[config.mk]
export PLATFORM = sky130hd
export DESIGN_NAME = lrsc_monitor
export DESIGN_NICKNAME = d
export VERILOG_FILES = /design/src/rtl/lrsc_pkg.sv /design/src/rtl/lrsc_resv.sv /design/src/rtl/lrsc_judge.sv /design/src/rtl/lrsc_fail_cnt.sv /design/src/rtl/lrsc_monitor.sv
export SDC_FILE = /design/constraint.sdc
export NUM_CORES = 1
export LEC_CHECK = 0
export ABC_AREA = 1
export BUFFER_PORTS_ARGS = -buffer_cell sky130_fd_sc_hd__buf_2
export CAP_MARGIN = 5
export CORE_ASPECT_RATIO = 1.25
export CORE_MARGIN = 4
export CORE_UTILIZATION = 60
export DETAILED_ROUTE_END_ITERATION = 12
export PLACE_DENSITY_LB_ADDON = 0.08
export SYNTH_ARGS = -nofsm -noshare
export SYNTH_HDL_FRONTEND = slang
export SYNTH_SLANG_ARGS = --single-unit
export TNS_END_PERCENT = 100
[constraint.sdc]
create_clock -name clk -period 6.85 [get_ports clk]
set_clock_uncertainty 0.2 [all_clocks]
set_input_delay 1.37 -clock clk [delete_from_list [all_inputs] [get_ports clk]]
set_output_delay 1.37 -clock clk [all_outputs]
set_load 0.02 [all_outputs]
[src/rtl/lrsc_pkg.sv]
package lrsc_pkg;
  typedef enum logic {
    OP_RESERVE = 1'b0,
    OP_COND    = 1'b1
  } lrsc_op_e;

  localparam logic [1:0] RES_FAIL   = 2'd0;
  localparam logic [1:0] RES_OK     = 2'd1;
  localparam logic [1:0] RES_BYPASS = 2'd2;
endpackage

[src/rtl/lrsc_resv.sv]
module lrsc_resv #(
  parameter int ADDR_W    = 32,
  parameter int GRAN_BITS = 4,
  localparam int TAG_W    = ADDR_W - GRAN_BITS
) (
  input  logic             clk,
  input  logic             rst,
  input  logic             set_i,
  input  logic [TAG_W-1:0] set_tag_i,
  input  logic             kill_i,
  output logic             live_o,
  output logic [TAG_W-1:0] tag_o
);
  logic             live_q;
  logic [TAG_W-1:0] tag_q;

  // A reserve request wins over a kill in the same cycle, because the kill is ordered first.
  always_ff @(posedge clk) begin
    if (rst) begin
      live_q <= 1'b0;
      tag_q  <= '0;
    end else if (set_i) begin
      live_q <= 1'b1;
      tag_q  <= set_tag_i;
    end else if (kill_i) begin
      live_q <= 1'b0;
    end
  end

  assign live_o = live_q;
  assign tag_o  = tag_q;
endmodule

[src/rtl/lrsc_judge.sv]
module lrsc_judge
  import lrsc_pkg::*;
#(
  parameter int ADDR_W    = 32,
  parameter int GRAN_BITS = 4,
  localparam int TAG_W    = ADDR_W - GRAN_BITS
) (
  input  logic             live_i,
  input  logic [TAG_W-1:0] resv_tag_i,
  input  logic [TAG_W-1:0] req_tag_i,
  input  logic             uncached_i,
  input  logic             inval_i,
  output logic             pass_o,
  output logic [1:0]       code_o
);
  logic hit;

  // An invalidate in the same cycle hides the reservation from the store.
  assign hit = live_i && !inval_i && (resv_tag_i == req_tag_i);

  always_comb begin
    if (uncached_i) begin
      pass_o = 1'b1;
      code_o = RES_BYPASS;
    end else if (hit) begin
      pass_o = 1'b1;
      code_o = RES_OK;
    end else begin
      pass_o = 1'b0;
      code_o = RES_FAIL;
    end
  end
endmodule

[src/rtl/lrsc_fail_cnt.sv]
module lrsc_fail_cnt #(
  parameter int CNT_W         = 17,
  parameter int WARN_INTERVAL = 100000,
  localparam int PH_W         = (WARN_INTERVAL > 1) ? $clog2(WARN_INTERVAL) : 1
) (
  input  logic clk,
  input  logic rst,
  input  logic fail_i,
  input  logic clear_i,
  output logic warn_o
);
  localparam logic [CNT_W-1:0] CNT_MAX = '1;
  localparam logic [PH_W-1:0]  PH_LAST = PH_W'(WARN_INTERVAL - 1);

  logic [CNT_W-1:0] cnt_q;
  logic [PH_W-1:0]  ph_q;
  logic             warn_q;

  // The phase counter stands in for a modulo test on the full count.
  always_ff @(posedge clk) begin
    if (rst) begin
      cnt_q  <= '0;
      ph_q   <= '0;
      warn_q <= 1'b0;
    end else begin
      warn_q <= 1'b0;
      if (clear_i) begin
        cnt_q <= '0;
        ph_q  <= '0;
      end else if (fail_i && (cnt_q != CNT_MAX)) begin
        cnt_q <= cnt_q + 1'b1;
        if (ph_q == PH_LAST) begin
          ph_q   <= '0;
          warn_q <= 1'b1;
        end else begin
          ph_q <= ph_q + 1'b1;
        end
      end
    end
  end

  assign warn_o = warn_q;
endmodule

[src/rtl/lrsc_monitor.sv]
module lrsc_monitor
  import lrsc_pkg::*;
#(
  parameter int ADDR_W        = 32,
  parameter int GRAN_BITS     = 4,
  parameter int CNT_W         = 17,
  parameter int WARN_INTERVAL = 100000
) (
  input  logic              clk,
  input  logic              rst,
  input  logic              req_valid_i,
  input  logic              req_op_i,
  input  logic [ADDR_W-1:0] req_addr_i,
  input  logic              req_uncached_i,
  input  logic              inval_i,
  output logic              res_valid_o,
  output logic              issue_ok_o,
  output logic [1:0]        result_o,
  output logic              livelock_warn_o
);
  localparam int TAG_W = ADDR_W - GRAN_BITS;

  logic             is_resv, is_cond;
  logic [TAG_W-1:0] req_tag, resv_tag;
  logic             live, pass;
  logic [1:0]       code;
  logic             valid_q, issue_q;
  logic [1:0]       code_q;

  assign is_resv = req_valid_i && (lrsc_op_e'(req_op_i) == OP_RESERVE);
  assign is_cond = req_valid_i && (lrsc_op_e'(req_op_i) == OP_COND);
  assign req_tag = req_addr_i[ADDR_W-1:GRAN_BITS];

  lrsc_resv #(.ADDR_W(ADDR_W), .GRAN_BITS(GRAN_BITS)) resv_i (
    .clk(clk), .rst(rst),
    .set_i(is_resv), .set_tag_i(req_tag),
    .kill_i(inval_i || is_cond),
    .live_o(live), .tag_o(resv_tag)
  );

  lrsc_judge #(.ADDR_W(ADDR_W), .GRAN_BITS(GRAN_BITS)) judge_i (
    .live_i(live), .resv_tag_i(resv_tag), .req_tag_i(req_tag),
    .uncached_i(req_uncached_i), .inval_i(inval_i),
    .pass_o(pass), .code_o(code)
  );

  lrsc_fail_cnt #(.CNT_W(CNT_W), .WARN_INTERVAL(WARN_INTERVAL)) fcnt_i (
    .clk(clk), .rst(rst),
    .fail_i(is_cond && !pass),
    .clear_i(is_cond && pass),
    .warn_o(livelock_warn_o)
  );

  always_ff @(posedge clk) begin
    if (rst) begin
      valid_q <= 1'b0;
      issue_q <= 1'b0;
      code_q  <= RES_FAIL;
    end else begin
      valid_q <= is_cond;
      issue_q <= is_cond && pass;
      code_q  <= is_cond ? code : RES_FAIL;
    end
  end

  assign res_valid_o = valid_q;
  assign issue_ok_o  = issue_q;
  assign result_o    = code_q;
endmodule

# Word level (Yosys, flattened, before mapping)
# Index checks and enable logic that the tools add are counted.
[totals]
reg_bits = 68
output_inout_bits = 5
[classes]
addsub = 2
eq_ne = 3
n_mux = 8
n_bitwise = 3
n_reduce_logical = 15
[op_table]
columns = ["cell", "count"]
rows = [
  ["17-bit by 1-bit adder with 17-bit output, second input constant", 2],
  ["28-bit == test", 1],
  ["17-bit == test, second input constant", 1],
  ["17-bit two-way mux", 1],
  ["17-bit != test, second input constant", 1],
  ["1-bit logical AND", 7],
  ["1-bit two-way mux", 6],
  ["3-bit OR reduction", 2],
  ["2-bit OR reduction", 2],
  ["1-bit inverter", 3],
  ["1-bit zero test", 2],
  ["2-bit two-way mux", 1],
  ["2-bit nonzero test", 1],
  ["1-bit logical OR", 1],
]

# Longest topological paths before layout
# Gate-level depths: netlist (run 1).
[logic_depth]
depth_word = 10
depth_mapped = 15
mapped_depth_nobuf = 15

# Cells and area by module
# Synthesis (run 1) repeated with hierarchy kept, for this count alone.
[unflattened]
cells_unflattened = 551
hier_area_um2 = 3613.5
[by_module_without_submodules]
columns = ["mod", "n_inst", "cells_each", "area_each_um2", "seq_area_each_um2"]
rows = [
  ["lrsc_fail_cnt", 1, 278, 1883.1, 700.7],
  ["lrsc_resv", 1, 126, 1036.0, 580.6],
  ["lrsc_judge", 1, 127, 548.0, 0.0],
  ["lrsc_monitor", 1, 20, 146.4, 80.1],
]

# Worst setup path after synthesis (run 1)
# Ideal clock, no wire load.
[synth_path]
path_kind = "input to register"
start = "in req_addr_i[7]"
end = "reg fcnt_i.cnt_q[10]"
setup_ps = 66
arrival_ps = 2464
slack_ps = 4120
cell_stages = 14
cell_sequence = "inv_1 nand2_1 nand2_1 inv_1 nand2_1 nor2_1 nand2_1 nor2_2 nand2_4 nand2_4 o21ai_4 inv_4 buf_6 a21oi_2"
[synth_between]
elab_chain_cells = 7
word_cells_on_any_way = 9
[synth_lines]
columns = ["item", "line", "source"]
rows = [
  ["from (decl)", "lrsc_monitor.sv:13", "input logic [ADDR_W-1:0] req_addr_i,"],
  ["28-bit == test *", "lrsc_judge.sv:19", "assign hit = live_i && !inval_i && (resv_tag_i == req_tag_i);"],
  ["1-bit logical AND *", "lrsc_judge.sv:19", ""],
  ["1-bit two-way mux *", "lrsc_judge.sv:25", "end else if (hit) begin"],
  ["1-bit two-way mux *", "lrsc_judge.sv:22", "if (uncached_i) begin"],
  ["1-bit zero test", "lrsc_monitor.sv:49", ".fail_i(is_cond && !pass),"],
  ["1-bit logical AND", "lrsc_monitor.sv:49", ""],
  ["1-bit logical AND", "lrsc_fail_cnt.sv:30", "end else if (fail_i && (cnt_q != CNT_MAX)) begin"],
  ["to (signal assigned)", "lrsc_fail_cnt.sv:31", "cnt_q <= cnt_q + 1'b1;"],
  ["to (decl)", "lrsc_fail_cnt.sv:15", "logic [CNT_W-1:0] cnt_q;"],
]
# Every way passes the cells marked *; elsewhere a longest branch is shown, timed or not.
# A chain may end at the register's enable or synchronous reset.

# Final worst setup path (run 1)
[layout_path]
start = "reg fcnt_i.cnt_q[6]"
end = "reg fcnt_i.cnt_q[8]"
[layout_between]
elab_chain_cells = 2
word_cells_on_any_way = 3
[layout_lines]
columns = ["item"]
rows = [
  ["parallel branches: the longest is 2 deep, another holds 17-bit by 1-bit adder with 17-bit output"],
]
# Several ways; the timed one is not identified.

==> results by group, run 1 <==
Critical path
  – CP endpoint kind: flop
  – Worst Setup SP: fcnt_i.cnt_q[6]
  – CP Class: reg2reg
  – Arrival @ worst endpoint: 3530 ps
  – Worst-path maximum fanout: 36
  – Crit Reg-Reg Startpoint: fcnt_i.cnt_q[6]
  – CP Data Required Time: 6910 ps
  – Startpoint Class: flop

Place
  – Post-detail-place hpwl: 6400 um
  – GPL Wtd Cong: 0.920
  – Pre-CTS setup slack: 3140 ps
  – IO Port Bufs: 38
  – Post-Place Cells: 765
  – Placed Area: 0.00430 mm^2

Finish
  – Most common cell after layout, fill and taps aside: nand2_1
  – Commonest cells after routing, fill and taps aside: nand2_1 (185), inv_1 (107), nor2_1 (80)
  – Synthesis-to-finish area growth: 10.3%
  – Layout Nets: 730
  – Layout cell share with drive strength beyond 1: 11.4%
  – Antenna Cells: 0
  – Cell area after layout: 0.00452 mm^2
  – Layout Cells excl Fill: 780

Detailed routing
  – Routed Antenna Nets: 0
  – Drt total wl: 9140 um
  – Routed WL per cell: 11.7 um
  – First-iteration detailed-routing DRC count: 180
  – DR vias: 4014
  – Residual DRC count: 0
  – DRT Pass-1 Iters: 5
  – Vias/cell: 5.15

Clocking
  – Post-CTS Setup Inserts: 0
  – # H-tree levels: 3
  – Worst skew pair latency: 340 ps
  – CTS Hold Bufs: 0
  – Resized Gates After CTS: 0
  – Reg clk slew, reported paths: 70 ps
  – CTS tree: built
  – Clock root buffer: clkbuf_8
  – Sink Count: 68
  – Clock buffer depth: 2
  – Total CTS buffers: 9

STA
  – RSZ-0062 raised after global routing: false
  – Slew Viols, Final: 0
  – Final setup vio count: 0
  – Fin crit period: 3460 ps
  – Peak Freq: 289 MHz
  – Setup TNS: 0 ps
  – Hold Fails Final Rpt: 0
  – Final period util: 50.5%
  – Final WS setup: 3390 ps
  – Slew @ Worst Pin: 1220 ps
  – Slew headroom: 18.8%

Hold path
  – Hold crit path type: reg2reg
  – HP Start: resv_i.tag_o[0]

Outcome
  – Status: finished clean

Floorplan
  – Die H: 100 um
  – Rows: 33
  – Ports: 43
  – Die area: 0.00823 mm^2
  – Core ar.: 0.00661 mm^2
  – Chip width: 81.9 um
  – Initial Utilization: 62.0%

Logic synthesis
  – Yosys top cell area share: 33.2%
  – Post-synth top area cell: dfxtp_1
  – Mapped Nets: 702
  – Post-synthesis instance area: 0.00410 mm^2
  – Number of synthesized register bits: 68
  – Leading post-synthesis cells by cell area: dfxtp_1 (33%), nand2_1 (17%), inv_1 (9.8%)
  – Synth Instances: 661
  – Seq/Total Area, Yosys: 33.2%
  – YS warnings: 0
  – Mean Syn Cell Area: 6.20 um^2
  – Synth unique cells: 30

Global route
  – Largest net degree at the start of global routing: 37
  – Gr usage total: 23.6%
  – Vias in the first global route: 3821
  – Antenna violations before repair: 0
  – First-pass GRT wire length: 15600 um
  – GR Overflow Total: 0

Pwr
  – Power Dens Cells: 203 mW/mm^2
  – VDD IR-drop max: 0.000215 V
  – Pleak: 0.00211 uW

Job
  – Maxcap violations: 0
cell usage after synthesis:
cell type  instances
buf_6              2
dfxtp_1           68
inv_4              1
buf_2              4
buf_4              2
nand2_4            2
nor2_4             2
o21ai_1            7
nand4_1           39
o21ai_0           24
clkbuf_1          13
inv_2              5
nor2_1            82
clkbuf_2           1
or2_2              1
xor2_1            16
nand4_4            1
ha_1               3
clkinv_1           3
nor4_1             2
a21oi_1           36
nand3b_1           1
o21ai_4            1
xnor2_1            6
inv_1            107
nor3_1            18
a21oi_2            8
nor2_2             2
nand3_1           19
nand2_1          185
routing by layer:
layer / vias up / part of all wire, % / GRT usage, % / routed length, um
met1: 1809 / 43 / 25.8 / 3960
met2: 65 / 51 / 42.8 / 4670
met4: 0 / 2.0 / 9.21 / 183
li1: 2122 / - / - / -
met3: 18 / 3.6 / 5.48 / 327
met5: - / 0 / 0 / 0
cell families (layout without fill, tap and decap cells):
logic type,after synthesis,count (layout),share of synthesized area (%)
simple gates,354,354,37.5
buf+inv,138,170,13.4
compound gates,76,76,10.3
flops,68,68,33.2
xor+xnor,22,22,4.70
fa+ha+maj,3,3,0.916
final cells by class:
class	count	area, um^2
fillers	616	2080
multi-input cells	455	2190
inverters	116	438
well taps	87	109
repair buffers	39	198
clock inverters	4	72.6
flip-flops and latches	68	1360
clock buffers	11	151
final timing paths:
check                                  endpoint  slack [ps]  depth (start not counted)
worst max-delay path            fcnt_i.cnt_q[8]        3390                          9
worst max register to register  fcnt_i.cnt_q[8]        3390                          9
worst min-delay path            resv_i.tag_o[0]         260                          2
worst min register to register  resv_i.tag_o[0]         260                          2
worst max-delay path, stage by stage, from the launching register on:
cell and delay (ps):
dfxtp_1 390, inv_1 70, nor3_1 350, nand4_1 200, nor4_1 220, ha_1 290
clkinv_1 660, nand4_4 710, nand2_1 130, a21oi_2 170
per-stage QoR:
step	hold WS, ps	power (uW)	util [%]
2_1_floorplan	231	520	-
3_3_place_gp	243	545	65.1
3_5_place_dp	250	550	65.1
4_1_cts	260	924	68.5
5_1_grt	285	960	68.5
6_report	258	917	68.5
state kept, by name (all words and copies together) (netlist names):
signal / flops
resv_i.tag_o: 28
fcnt_i.cnt_q: 17
fcnt_i.ph_q: 17
result_o: 2
fcnt_i.warn_o: 1
issue_ok_o: 1
res_valid_o: 1
resv_i.live_o: 1
report_power, final:
group          switching [uW]  internal [uW]  total [uW]
combinational            75.4           40.5         116
sequential               13.3            413         426
clock                     153            222         375
total                     242            676         917
No activity file was read; power rests on OpenSTA's default activity.
==> inputs of run 2 (changes only) <==
Settings changed: CORE_UTILIZATION 60 to 59.
Clock period 6.85 ns to 3.5 ns, I/O delays scaled along.
==> run 2 against run 1 <==
  * Utilization about the same
  * Via count up 1.2%
  * First-iteration DRC count up 13%
  * Hold slack worse by 5.0 ps
  * Non-clock buffer count up 5
  * Combinational power up 99%
  * Final cell count up 0.77%
  * Wire length up 0.68%
  * Sequential cell count unchanged
  * Count of clock-buffer cells in the layout down 1
==> results by group, run 2 (synthesis results as in run 1) <==
Clocking
  – Clock root buffer: clkbuf_8
  – CTS Hold Bufs: 0
  – CTS tree: built
  – Post-CTS Setup Inserts: 0
  – Reg clk slew, reported paths: 80 ps
  – Worst skew pair latency: 350 ps
  – Total CTS buffers: 9
  – Sink Count: 68
  – Clock buffer depth: 2
  – # H-tree levels: 3
  – Resized Gates After CTS: 0

STA
  – Slew Viols, Final: 0
  – Fin crit period: 2640 ps
  – Hold Fails Final Rpt: 0
  – Final setup vio count: 0
  – Slew headroom: 64.8%
  – Slew @ Worst Pin: 527 ps
  – Peak Freq: 379 MHz
  – RSZ-0062 raised after global routing: false
  – Setup TNS: 0 ps
  – Final period util: 75.4%

Finish
  – Most common cell after layout, fill and taps aside: nand2_1
  – Layout Cells excl Fill: 786
  – Commonest cells after routing, fill and taps aside: nand2_1 (185), inv_1 (107), nor2_1 (80)
  – Max reg flops: 28
  – Antenna Cells: 0
  – Synthesis-to-finish area growth: 11.1%
  – Layout Nets: 735
  – Layout cell share with drive strength beyond 1: 12.0%

Floorplan
  – Rows: 33
  – Initial Utilization: 61.7%
  – Core ar.: 0.00665 mm^2
  – Die H: 101 um
  – Chip width: 82.6 um
  – Ports: 43
  – Die area: 0.00835 mm^2

Place
  – Post-Place Cells: 770
  – GPL Wtd Cong: 0.919
  – Post-detail-place hpwl: 6600 um
  – IO Port Bufs: 38

Detailed routing
  – DRT Pass-1 Iters: 4
  – DR vias: 4061
  – First-iteration detailed-routing DRC count: 203
  – Vias/cell: 5.17
  – Drt total wl: 9210 um
  – Residual DRC count: 0
  – Routed Antenna Nets: 0
  – Routed WL per cell: 11.7 um

Job
  – Maxcap violations: 0

Pwr
  – VDD IR-drop max: 0.000235 V
  – Pleak: 0.00212 uW
  – Power Dens Cells: 391 mW/mm^2

Critical path
  – Reg2Reg Depth: 9
  – Arrival @ worst endpoint: 2720 ps
  – CP Class: reg2reg
  – Worst-path maximum fanout: 36
  – CP endpoint kind: flop
  – Worst path max stage delay: 390 ps
  – CP Data Required Time: 3580 ps
  – Startpoint Class: flop
  – Worst path slowest cell: dfxtp_1
  – Worst-path cell chain: inv_1, nor3_1, nand4_1, nor4_1, ha_1, clkinv_1, nand4_4, nand2_1, a21oi_2

Global route
  – Gr usage total: 23.5%
  – GR Overflow Total: 0
  – Antenna violations before repair: 0
  – Met1 GRT Util: 27.4%
  – Largest net degree at the start of global routing: 46
  – Busiest grt layer: met2
  – Met2 usage: 42.0%
  – First-pass GRT wire length: 15700 um
  – GR met3 Demand/Resource: 3.29%
  – Vias in the first global route: 3821

Outcome
  – Status: finished clean

Hold path
  – Hold depth: 2
  – Hold crit path type: reg2reg
## run 2: changes by cell type in the layout (fill, tap and decap cells not counted), sizes merged
cell      previous run  this run
clkinvlp             1         2
clkbuf              11        10
clkinv               4         5
buf                 39        44
## run 2: path summary, 6_finish.rpt
path / startpoint / endpoint / slack (ps)
worst max-delay path: fcnt_i.cnt_q[6] / fcnt_i.cnt_q[7] / 860
worst min-delay path: resv_i.tag_o[0] / resv_i.tag_o[0] / 250
worst max register to register: fcnt_i.cnt_q[6] / fcnt_i.cnt_q[7] / 860
worst min register to register: resv_i.tag_o[0] / resv_i.tag_o[0] / 250
## run 2: metrics by stage
step / setup WS [ps] / hold WS, ps / util, % / instance area (um^2) / total power (uW)
finish: 862 / 253 / 68.5 / 4550 / 1780
global route: 620 / 284 / 68.5 / 4550 / 1870
CTS: 868 / 254 / 68.5 / 4550 / 1790
detailed placement: 881 / 244 / 65.2 / 4340 / 1080
global placement: 929 / 239 / 65.2 / 4340 / 1070
floorplan: 1200 / 231 / - / 4100 / 1020
## run 2: area by class of cell
class / instances / area (um^2)
clock buffer: 10 / 128
fill: 634 / 2090
timing repair buffer: 44 / 235
tap: 87 / 109
sequential: 68 / 1360
multi-input combinational: 455 / 2190
inverter: 116 / 438
clock inverter: 6 / 88.8
## run 2: critical path, delay by kind of cell, from the launching register on
| family | cells | cell delay, ps |
|---|---|---|
| and+or+nand+nor | 5 | 1260 |
| DFF | 1 | 390 |
| AOI/OAI and AO/OA | 1 | 170 |
| buffers and inverters | 2 | 230 |
| adders and majority gates | 1 | 310 |
## run 2: report_power, final
part / switching, uW / total, uW / internal, uW
logic: 149 / 231 / 82.4
clock network: 316 / 717 / 401
registers: 25.4 / 833 / 808
## run 2: routing by layer
layer | up-vias | part of all wire (%) | routed length, um
met1 | 1815 | 43 | 3950
li1 | 2132 | - | -
met2 | 94 | 50 | 4610
met5 | - | 0 | 0
met4 | 0 | 2.2 | 202
met3 | 20 | 4.7 | 434
==> inputs of run 3 (changes only) <==
Clock period 3.5 ns to 2.65 ns, I/O delays scaled along.
==> run 3 against run 2 <==
  * Non-clock buffer count increased by 15
  * Power increased by 34%
  * First-iteration DRC count decreased by 16%
  * Wire length increased by 5.0%
  * Global-route usage decreased by 0.23 points
  * Critical path depth increased by 4
  * Register-to-register slack got worse by 710 ps
  * Sequential power increased by 32%
  * Utilization increased by 3.1 points
  * Fmax increased by 5.8%
  * Critical path type unchanged
  * Die area unchanged
==> results by group, run 3 (synthesis results as in run 1) <==
Outcome
  – Status: finished clean

Critical path
  – Worst path max stage delay: 350 ps
  – Worst-path maximum fanout: 11
  – Crit Reg-Reg Startpoint: fcnt_i.cnt_q[0]
  – Reg2Reg Setup Slack: 160 ps
  – RR Endpoint: fcnt_i.ph_q[12]
  – Worst-path cell chain: ha_2, nand2_1, inv_2, nand2_2, inv_2, nand4_1, nor4_2, ha_2, clkinvlp_4, nand4_4, clkbuf_16, nand2_1, a21oi_1
  – Worst Setup SP: fcnt_i.cnt_q[0]
  – Worst path slowest cell: dfxtp_2
  – Reg2Reg Depth: 13
  – Startpoint Class: flop
  – Arrival @ worst endpoint: 2570 ps
  – CP Data Required Time: 2730 ps
  – Crit path to: fcnt_i.ph_q[12]
  – CP Class: reg2reg
  – CP endpoint kind: flop

Floorplan
  – Die H: 101 um
  – Ports: 43
  – Die area: 0.00835 mm^2
  – Rows: 33
  – Initial Utilization: 61.7%
  – Chip width: 82.6 um
  – Core ar.: 0.00665 mm^2

Detailed routing
  – Routed Antenna Nets: 0
  – Vias/cell: 5.19
  – Residual DRC count: 0
  – Routed WL per cell: 12.1 um
  – DRT Pass-1 Iters: 4
  – Drt total wl: 9670 um
  – DR vias: 4158
  – First-iteration detailed-routing DRC count: 171

STA
  – Hold Fails Final Rpt: 0
  – Slew Viols, Final: 0
  – Slew headroom: 72.0%
  – Slew @ Worst Pin: 417 ps
  – Peak Freq: 401 MHz
  – Final setup vio count: 0
  – Final period util: 94.1%
  – Fin crit period: 2490 ps

Finish
  – Cell area after layout: 0.00476 mm^2
  – Most common cell after layout, fill and taps aside: nand2_1
  – Synthesis-to-finish area growth: 16.2%
  – Commonest cells after routing, fill and taps aside: nand2_1 (184), inv_1 (105), nor2_1 (80)
  – Max reg flops: 28
  – Layout cell share with drive strength beyond 1: 15.4%
  – Antenna Cells: 0
  – Layout Nets: 750

Global route
  – Largest net degree at the start of global routing: 33
  – Gr usage total: 23.3%
  – GR Overflow Total: 0
  – Vias in the first global route: 3885
  – Antenna violations before repair: 0
  – First-pass GRT wire length: 15700 um

Pwr
  – VDD IR-drop max: 0.000385 V
  – Power Dens Cells: 501 mW/mm^2
  – Pleak: 0.00223 uW
  – Total Power: 2380 uW

Clocking
  – Clock root buffer: clkbuf_8
  – # H-tree levels: 3
  – Reg clk slew, reported paths: 80 ps
  – CTS Hold Bufs: 0
  – CTS tree: built
  – Worst skew pair latency: 350 ps
  – Total CTS buffers: 9
  – Clock buffer depth: 2
  – Sink Count: 68

Place
  – IO Port Bufs: 38
  – Placed Area: 0.00440 mm^2
  – Post-detail-place hpwl: 6540 um
  – GPL Wtd Cong: 0.930

Job
  – Maxcap violations: 0

Hold path
  – Hold crit path type: in2reg
==> run 3: report_power, final <==
part	leakage (uW)	switching, uW	internal, uW
combinational	0.00156	199	119
sequential	0.000557	33.5	1070
clock	0.000113	409	555
total	0.00223	642	1740
==> run 3: layer usage <==
metal / global-route usage, % / vias up / share of wire [%]
li1: - / 2165 / -
met1: 26.3 / 1845 / 41
met2: 42.4 / 127 / 51
met3: 4.36 / 21 / 5.8
met4: 8.93 / 0 / 2.3
met5: 0 / - / 0
==> run 3: cell type report <==
cell class | count | area [um^2]
inverters | 116 | 442
clock inverters | 6 | 86.3
repair buffers | 59 | 412
flip-flops and latches | 68 | 1360
clock buffers | 10 | 138
fillers | 574 | 1890
multi-input cells | 455 | 2210
well taps | 87 | 109
==> run 3: worst min path at each step <==
| stage | startpoint | endpoint | cells past startpoint |
|---|---|---|---|
| finish | req_uncached_i | result_o[0] | 2 |
| global placement | resv_i.tag_o[0] | resv_i.tag_o[0] | 2 |
| floorplan | resv_i.tag_o[0] | resv_i.tag_o[0] | 2 |
| CTS | req_uncached_i | result_o[0] | 2 |
| global route | req_uncached_i | result_o[0] | 2 |
| detailed placement | resv_i.tag_o[0] | resv_i.tag_o[0] | 2 |
==> run 3: what timing repair did <==
| action | 4_1_cts | 5_1_grt |
|---|---|---|
| endpoints found under the setup margin | 0 | 32 |
| hold endpoints to repair | 0 | 0 |
| resized for setup | 0 | 11 |
| setup buffers | 0 | 8 |
==> run 3: worst max-delay path: cells and delay by family (launching register included) <==
kind	cells	cell delay [ps]
AND/OR/NAND/NOR	6	830
AO/OA/AOI/OAI	1	120
flip-flops	1	350
buffers and inverters	4	490
adder cells (fa/ha/maj)	2	440
==> run 3: per-stage QoR <==
step | std cells | hold slack (ps) | setup TNS (ps) | setup slack, ps | utilization [%]
5_1_grt | 801 | 203 | -2070 | -105 | 71.6
3_5_place_dp | 775 | 248 | 0 | 92.1 | 66.2
2_1_floorplan | 661 | 231 | 0 | 350 | -
3_3_place_gp | 775 | 239 | 0 | 146 | 66.2
4_1_cts | 791 | 200 | 0 | 72.1 | 69.5
6_report | 801 | 202 | 0 | 156 | 71.6
